**config.mk**
```make
export PLATFORM = sky130hd
export DESIGN_NAME = spi_irq_status
export DESIGN_NICKNAME = d
export VERILOG_FILES = /design/src/rtl/spi_irq_pkg.sv /design/src/rtl/spi_irq_event_detect.sv /design/src/rtl/spi_irq_tow_reg.sv /design/src/rtl/spi_irq_status.sv
export SDC_FILE = /design/constraint.sdc
export NUM_CORES = 1
export LEC_CHECK = 0
export CORE_MARGIN = 5
export CORE_UTILIZATION = 41
export CTS_CLUSTER_DIAMETER = 200
export DETAILED_ROUTE_END_ITERATION = 6
export PLACE_DENSITY = 0.88
export SETUP_SLACK_MARGIN = 0.3
export SLEW_MARGIN = 15
export SYNTH_ARGS = -nofsm -noshare
export SYNTH_HDL_FRONTEND = slang
export SYNTH_SLANG_ARGS = --single-unit
```
**constraint.sdc**
```tcl
create_clock -name clk -period 1.7 [get_ports clk]
set_input_delay 0.255 -clock clk [delete_from_list [all_inputs] [get_ports clk]]
set_output_delay 0.255 -clock clk [all_outputs]
set_load 0.05 [all_outputs]
```
**src/rtl/spi_irq_pkg.sv**
```systemverilog
// Shared constants for the SPI interrupt status block.
// Assumes the event field sits in the top NUM_EV bits of the status word.
package spi_irq_pkg;
    localparam int NUM_EV = 4;

    // Index of each event inside the event field (LSB of field = index 0)
    typedef enum int {
        EV_UNDERRUN  = 0,
        EV_TXEMPTY   = 1,
        EV_SLVFAULT  = 2,
        EV_MODEFAULT = 3
    } ev_idx_e;

    localparam logic ADDR_STATUS = 1'b0;
    localparam logic ADDR_MASK   = 1'b1;
endpackage

```
**src/rtl/spi_irq_event_detect.sv**
```systemverilog
// Turns engine strobes and the slave-select level into per-event set pulses.
// Assumes elem_done_i is a single-cycle strobe. The master-only and FIFO
// variants are chosen at elaboration time.
module spi_irq_event_detect
    import spi_irq_pkg::*;
#(
    parameter bit HAS_FIFO    = 1'b1,
    parameter bit MASTER_ONLY = 1'b0
) (
    input  logic              clk,
    input  logic              rst_n,
    input  logic              elem_done_i,
    input  logic              underrun_req_i,
    input  logic              tx_fifo_empty_i,
    input  logic              ss_active_i,
    input  logic              cfg_master_i,
    input  logic              cfg_enable_i,
    output logic [NUM_EV-1:0] set_o
);
    logic ss_prev_q;

    // Remember the last select level so that a rise can be detected
    always_ff @(posedge clk) begin
        if (!rst_n) ss_prev_q <= 1'b0;
        else        ss_prev_q <= ss_active_i;
    end

    generate
        if (HAS_FIFO) begin : g_fifo
            // Empty event only when the element drained the FIFO
            always_comb set_o[EV_TXEMPTY] = elem_done_i & tx_fifo_empty_i;
        end else begin : g_nofifo
            // Empty event at the end of every element
            always_comb set_o[EV_TXEMPTY] = elem_done_i;
        end

        if (MASTER_ONLY) begin : g_mo
            // Faults and under-run cannot occur in a master-only build
            always_comb begin
                set_o[EV_UNDERRUN]  = 1'b0;
                set_o[EV_SLVFAULT]  = 1'b0;
                set_o[EV_MODEFAULT] = 1'b0;
            end
        end else begin : g_full
            // Under-run on element end, slave fault as a level, mode fault on rise
            always_comb begin
                set_o[EV_UNDERRUN]  = elem_done_i & underrun_req_i;
                set_o[EV_SLVFAULT]  = ss_active_i & ~cfg_master_i & ~cfg_enable_i;
                set_o[EV_MODEFAULT] = ss_active_i & ~ss_prev_q & cfg_master_i;
            end
        end
    endgenerate
endmodule

```
**src/rtl/spi_irq_tow_reg.sv**
```systemverilog
// A row of toggle-on-write flag bits. A set pulse wins over a toggle in
// the same cycle, so no hardware event is lost.
module spi_irq_tow_reg #(
    parameter int N = 4
) (
    input  logic         clk,
    input  logic         rst_n,
    input  logic [N-1:0] set_i,
    input  logic [N-1:0] tog_i,
    output logic [N-1:0] q_o
);
    for (genvar i = 0; i < N; i++) begin : g_bit
        // One flag: reset, then set priority, then toggle
        always_ff @(posedge clk) begin
            if (!rst_n)        q_o[i] <= 1'b0;
            else if (set_i[i]) q_o[i] <= 1'b1;
            else if (tog_i[i]) q_o[i] <= ~q_o[i];
        end
    end
endmodule

```
**src/rtl/spi_irq_status.sv**
```systemverilog
// Interrupt status register of an SPI controller. It holds the event flags
// in the top bits of the status word, a plain enable mask, a registered
// masked interrupt and a master-mode transfer inhibit.
// Assumes a one-bit address: 0 = status (toggle on write), 1 = mask.
module spi_irq_status
    import spi_irq_pkg::*;
#(
    parameter int DATA_W      = 32,
    parameter bit HAS_FIFO    = 1'b1,
    parameter bit MASTER_ONLY = 1'b0
) (
    input  logic              clk,
    input  logic              rst_n,
    input  logic              elem_done_i,
    input  logic              underrun_req_i,
    input  logic              tx_fifo_empty_i,
    input  logic              ss_active_i,
    input  logic              cfg_master_i,
    input  logic              cfg_enable_i,
    input  logic              bus_wr_i,
    input  logic              bus_addr_i,
    input  logic [DATA_W-1:0] bus_wdata_i,
    output logic [DATA_W-1:0] bus_rdata_o,
    output logic [DATA_W-1:0] status_o,
    output logic              irq_o,
    output logic              xfer_inhibit_o
);
    localparam int RSV_W = DATA_W - NUM_EV;
    localparam logic [NUM_EV-1:0] LIVE = MASTER_ONLY ? (NUM_EV'(1) << EV_TXEMPTY)
                                                     : {NUM_EV{1'b1}};

    logic [NUM_EV-1:0] set_v;
    logic [NUM_EV-1:0] tog_v;
    logic [NUM_EV-1:0] ev_q;
    logic [DATA_W-1:0] mask_q;
    logic              irq_q;

    spi_irq_event_detect #(
        .HAS_FIFO   (HAS_FIFO),
        .MASTER_ONLY(MASTER_ONLY)
    ) u_detect (
        .clk            (clk),
        .rst_n          (rst_n),
        .elem_done_i    (elem_done_i),
        .underrun_req_i (underrun_req_i),
        .tx_fifo_empty_i(tx_fifo_empty_i),
        .ss_active_i    (ss_active_i),
        .cfg_master_i   (cfg_master_i),
        .cfg_enable_i   (cfg_enable_i),
        .set_o          (set_v)
    );

    // Toggle request from a status write, limited to bits this build keeps
    always_comb begin
        tog_v = '0;
        if (bus_wr_i && bus_addr_i == ADDR_STATUS)
            tog_v = bus_wdata_i[DATA_W-1 -: NUM_EV] & LIVE;
    end

    spi_irq_tow_reg #(.N(NUM_EV)) u_flags (
        .clk  (clk),
        .rst_n(rst_n),
        .set_i(set_v),
        .tog_i(tog_v),
        .q_o  (ev_q)
    );

    // Enable mask: plain load on a mask write
    always_ff @(posedge clk) begin
        if (!rst_n)                                     mask_q <= '0;
        else if (bus_wr_i && bus_addr_i == ADDR_MASK)   mask_q <= bus_wdata_i;
    end

    // Assemble the status word with the reserved bits held at zero
    always_comb status_o = {ev_q, {RSV_W{1'b0}}};

    // Registered interrupt from the masked status
    always_ff @(posedge clk) begin
        if (!rst_n) irq_q <= 1'b0;
        else        irq_q <= |(status_o & mask_q);
    end

    // Read mux and outputs
    always_comb begin
        bus_rdata_o    = (bus_addr_i == ADDR_MASK) ? mask_q : status_o;
        irq_o          = irq_q;
        xfer_inhibit_o = ev_q[EV_TXEMPTY] & (MASTER_ONLY | cfg_master_i);
    end
endmodule

```
## Word level (Yosys, flattened, before mapping)

Index checks and enable logic that the tools add are counted.

- Multiplexer cells: 10
- Bitwise operators: 16
- Reductions and logical operators: 7

Operators with widths:

| operator | number |
|---|---|
| 32-bit bitwise AND | 1 |
| 32-bit 2-to-1 mux | 1 |
| 32-bit OR reduction | 1 |
| 1-bit 2-to-1 mux | 8 |
| 1-bit NOT | 8 |
| 2-bit nonzero test | 4 |
| 1-bit bitwise AND | 7 |
| 4-bit 2-to-1 mux | 1 |
| 1-bit logical AND | 2 |

- Register bits: 38
- Logic and storage cells: 40

## Logic depth before layout (Yosys ltp)

- Depth after elaboration: 5
- Depth in mapped cells: 5
- Gate-level depth less buffers: 3

## Modules after synthesis

From an unflattened synthesis, not the netlist that was laid out.

- Cells, all modules: 238
- Area total of the unflattened synthesis: 2153.3 µm²

By module, submodules not included:

| module | times used | cells an instance | area an instance (µm²) |
|---|---|---|---|
| spi_irq_status | 1 | 220 | 1948.1 |
| spi_irq_tow_reg | 1 | 12 | 145.1 |
| spi_irq_event_detect | 1 | 6 | 60.1 |

## Worst setup path after synthesis

No wires, ideal clock.

- Path kind: register to output
- Start point: register u_flags.q_o[1]
- End point: output port xfer_inhibit_o
- Data arrival time: 1.177 ns
- Data required time: 1.445 ns
- Setup slack: 0.268 ns
- Cell stages (with the launch flop): 2
- Path buffers: 0
- Path through: dfxtp_1 -> and2_1

- Longest elaborated chain between the ends: 1

Ends and longest elaborated chain:

| item | line | RTL |
|---|---|---|
| from (decl) | spi_irq_tow_reg.sv:10 | `output logic [N-1:0] q_o` |
| from (signal, indexed assignment) | spi_irq_tow_reg.sv:17 | `else if (tog_i[i]) q_o[i] <= ~q_o[i];` |
| 1-bit bitwise AND | spi_irq_status.sv:87 | `xfer_inhibit_o = ev_q[EV_TXEMPTY] & (MASTER_ONLY \| cfg_master_i);` |
| to (decl) | spi_irq_status.sv:26 | `output logic xfer_inhibit_o` |

Every way passes these cells.

## Final worst setup path

- Start point: input port bus_addr_i
- End point: output port bus_rdata_o[30]

- Longest elaborated chain between the ends: 1

Ends and longest elaborated chain:

| item | line | RTL |
|---|---|---|
| from (decl) | spi_irq_status.sv:21 | `input logic bus_addr_i,` |
| 32-bit 2-to-1 mux | spi_irq_status.sv:85 | `bus_rdata_o = (bus_addr_i == ADDR_MASK) ? mask_q : status_o;` |
| to (decl) | spi_irq_status.sv:23 | `output logic [DATA_W-1:0] bus_rdata_o,` |

Every way passes these cells.

==> flow_summary.toml <==
[worst_setup_path]
worst_path_most_repeated_cell = "buf_6"
path_cells = "clkdlybuf4s15_1, buf_6, mux2_2, buf_6"
cp-start-kind = "input pin"
crit_type = "input pin to output pin"
critPathBufInv = 3
cp_num_cells = 4
critPathMaxStageDelay_ns = 0.34
critPathCaptureType = "output pin"
cp_max_fo = 7
critPathArrivalTime_ns = 1.11
cp_top_family = "buffers and inverters"
cpMaxStageDelayCell = "mux2_2"
worstPathRequired_ns = 1.44
r2r_cells = 2

[placed_design]
gp_congestion = 0.7407
port-buffer-count = 79
placed_area_mm2 = 0.002929
dp_cells = 358
dp_hpwl_mm = 3.604

[route]
detail_route.vias_per_cell = 4.475
post_drt_wl_per_cell_um = 13.11
vias = 1638
route.detailed.drc = 0
first_pass_iters = 4
drtIter0Drc = 47
ant_nets = 0
wirelength_mm = 4.800

[sta]
period_share = 0.8052
grt_setup_unrepaired = "true"
setup_tns_ns = 0
setup_violations = 0
timing.final.crit_period_ns = 1.369
fin_skew_ns = 0.004345
hold_viol = 0
maxSlewViolCount = 0
clock.fmax_mhz = 730.6

[power]
powerDensity_mw_per_mm2 = 713.5
power.leakage_nw = 1.255
max-vdd-ir-drop_mv = 0.4944

[synthesis]
synth_top_area_cell = "dfxtp_1"
postSynthCellCount = 233
synth_top_area_frac = 0.3948
synth_cell_types = 17
muxShareOfSynthArea = 0.02338
synthAdderAreaFrac = 0
avgSynthCellArea_um2 = 8.270
synth_seq_area_share = 0.3948
synth_top_family_by_area = "simple AND/OR/NAND/NOR gates"
synth_compound_area_frac = 0.1519
ys_top_cells_by_area = "dfxtp_1 (39%), nand2_1 (13%), buf_4 (11%), and2_1 (10%), a21boi_0 (7.4%)"
synth_xor_xnor_area_share = 0.01818
ys_ff_latch = 38
syn_area_mm2 = 0.001927
synth-simple-area-share = 0.2545
synth_warnings = 0

[global_routing]
grt_max_degree = 39
grt_pass1_wl_mm = 7.817
grt.overflow.total = 0
antenna_found_initial = 0
grt_pass1_vias = 1632
track_usage = 0.1590

[cells_and_area]
layout_common_cells = "nand2_1 (67), clkdlybuf4s50_1 (40), dfxtp_1 (38), buf_12 (30), conb_1 (28)"
finalNonFillerCells = 366
seqCellArea_um2 = 760.7
drive_gt1_frac = 0.2179
final_common_cell = "nand2_1"
diodes = 0
fin_nets = 354
finish.utilization = 0.6627
multi_input_area_um2 = 997.2
final_area_mm2 = 0.003068
layout-area-overhead-vs-synth_pct = 59.22
fillCellCount = 385

[floorplanning]
io_pins = 108
core_mm2 = 0.004629
start_util = 0.4162
num_rows = 25
die_area_mm2 = 0.006171
die_w_um = 78.56
fp.dieH_um = 78.56

[cts]
cts_setup_buffers = 0
cts_tree = "done"
clockRootBuffer = "clkbuf_8"
clock_path_buffers = 2
h-tree-depth = 2
clk_latency_ns = 0.28
numCtsBuffers = 5
clk_pin_slew_worst_paths_ns = 0.06
cts_sinks = 38

[flow_run]
cap_violations = 0

[hold_path]
hold_class = "flop to flop"
hold_depth = 2

[status]
status = "complete, no violations"
flip-flops by register name (all words and copies together), names as in the netlist:
| signal | count |
|---|---|
| u_flags.q_o | 4 |
| irq_o | 1 |
| u_detect.ss_prev_q | 1 |
| mask_q | 32 |
report_power, final:
| part | total [W] | switching (W) | internal [W] |
|---|---|---|---|
| logic | 0.000662 | 0.000396 | 0.000266 |
| clock network | 0.000563 | 0.000280 | 0.000282 |
| registers | 0.000964 | 0.0000279 | 0.000936 |
worst reg2reg max path, delay by kind of cell, from the launching register on:
kind / cells / cell delay [ns]
xor+xnor: 1 / 0.16
compound gates: 1 / 0.10
flops: 1 / 0.42
cells in the mapped netlist (all sizes together):
cell	instances
conb	1
dfxtp	38
nand2	67
xnor2	1
xor2	3
and2	31
mux2	4
nand3b	5
a21boi	36
o21a	1
buf	37
nor3b	1
a22oi	2
clkbuf	6
worst paths after layout:
check | start | endpoint | slack [ns]
max | bus_addr_i | bus_rdata_o[30] | 0.33
max reg2reg | u_flags.q_o[1] | u_flags.q_o[1] | 0.91
min reg2reg | mask_q[20] | mask_q[20] | 0.45
min | mask_q[20] | mask_q[20] | 0.45
cell type report:
class                           count  area share
Tap cell                           54     0.02202
Sequential cell                    38      0.2480
Clock buffer                        7     0.02488
Timing Repair Buffer               88      0.3801
Multi-Input combinational cell    179      0.3250
metrics by stage:
| stage | total power, W | worst slack, ns | hold slack, ns |
|---|---|---|---|
| after CTS | 0.002218 | 0.3270 | 0.4547 |
| after global routing | 0.002296 | 0.2939 | 0.4752 |
| after global placement | 0.001619 | 0.01091 | 0.4355 |
| final | 0.002189 | 0.3312 | 0.4498 |
| after floorplan | 0.001427 | 0.3469 | 0.3767 |
| after detailed placement | 0.001628 | -0.0006709 | 0.4429 |
cells by family after synthesis:
kind of cell              count (synthesis)
DFF                                      38
xor gates and xnor gates                  4
other                                     1
and+or+nand+nor                         104
buffers and inverters                    43
muxes                                     4
AOI/OAI and AO/OA                        39
what timing repair did:
| action | in CTS | in global routing |
|---|---|---|
| resized for setup | 18 | 3 |
| cloned | 1 | 0 |
| hold buffers | 0 | 0 |
| endpoints found under the setup margin | 32 | 9 |
metal layers:
layer	track usage	vias up	part of all wire
met5	0	-	0
met4	0.04895	0	0.011
met3	0.04587	4	0.053
met2	0.2946	51	0.55
met1	0.1725	746	0.39
li1	-	837	-
No activity file was read; power rests on OpenSTA's default activity.
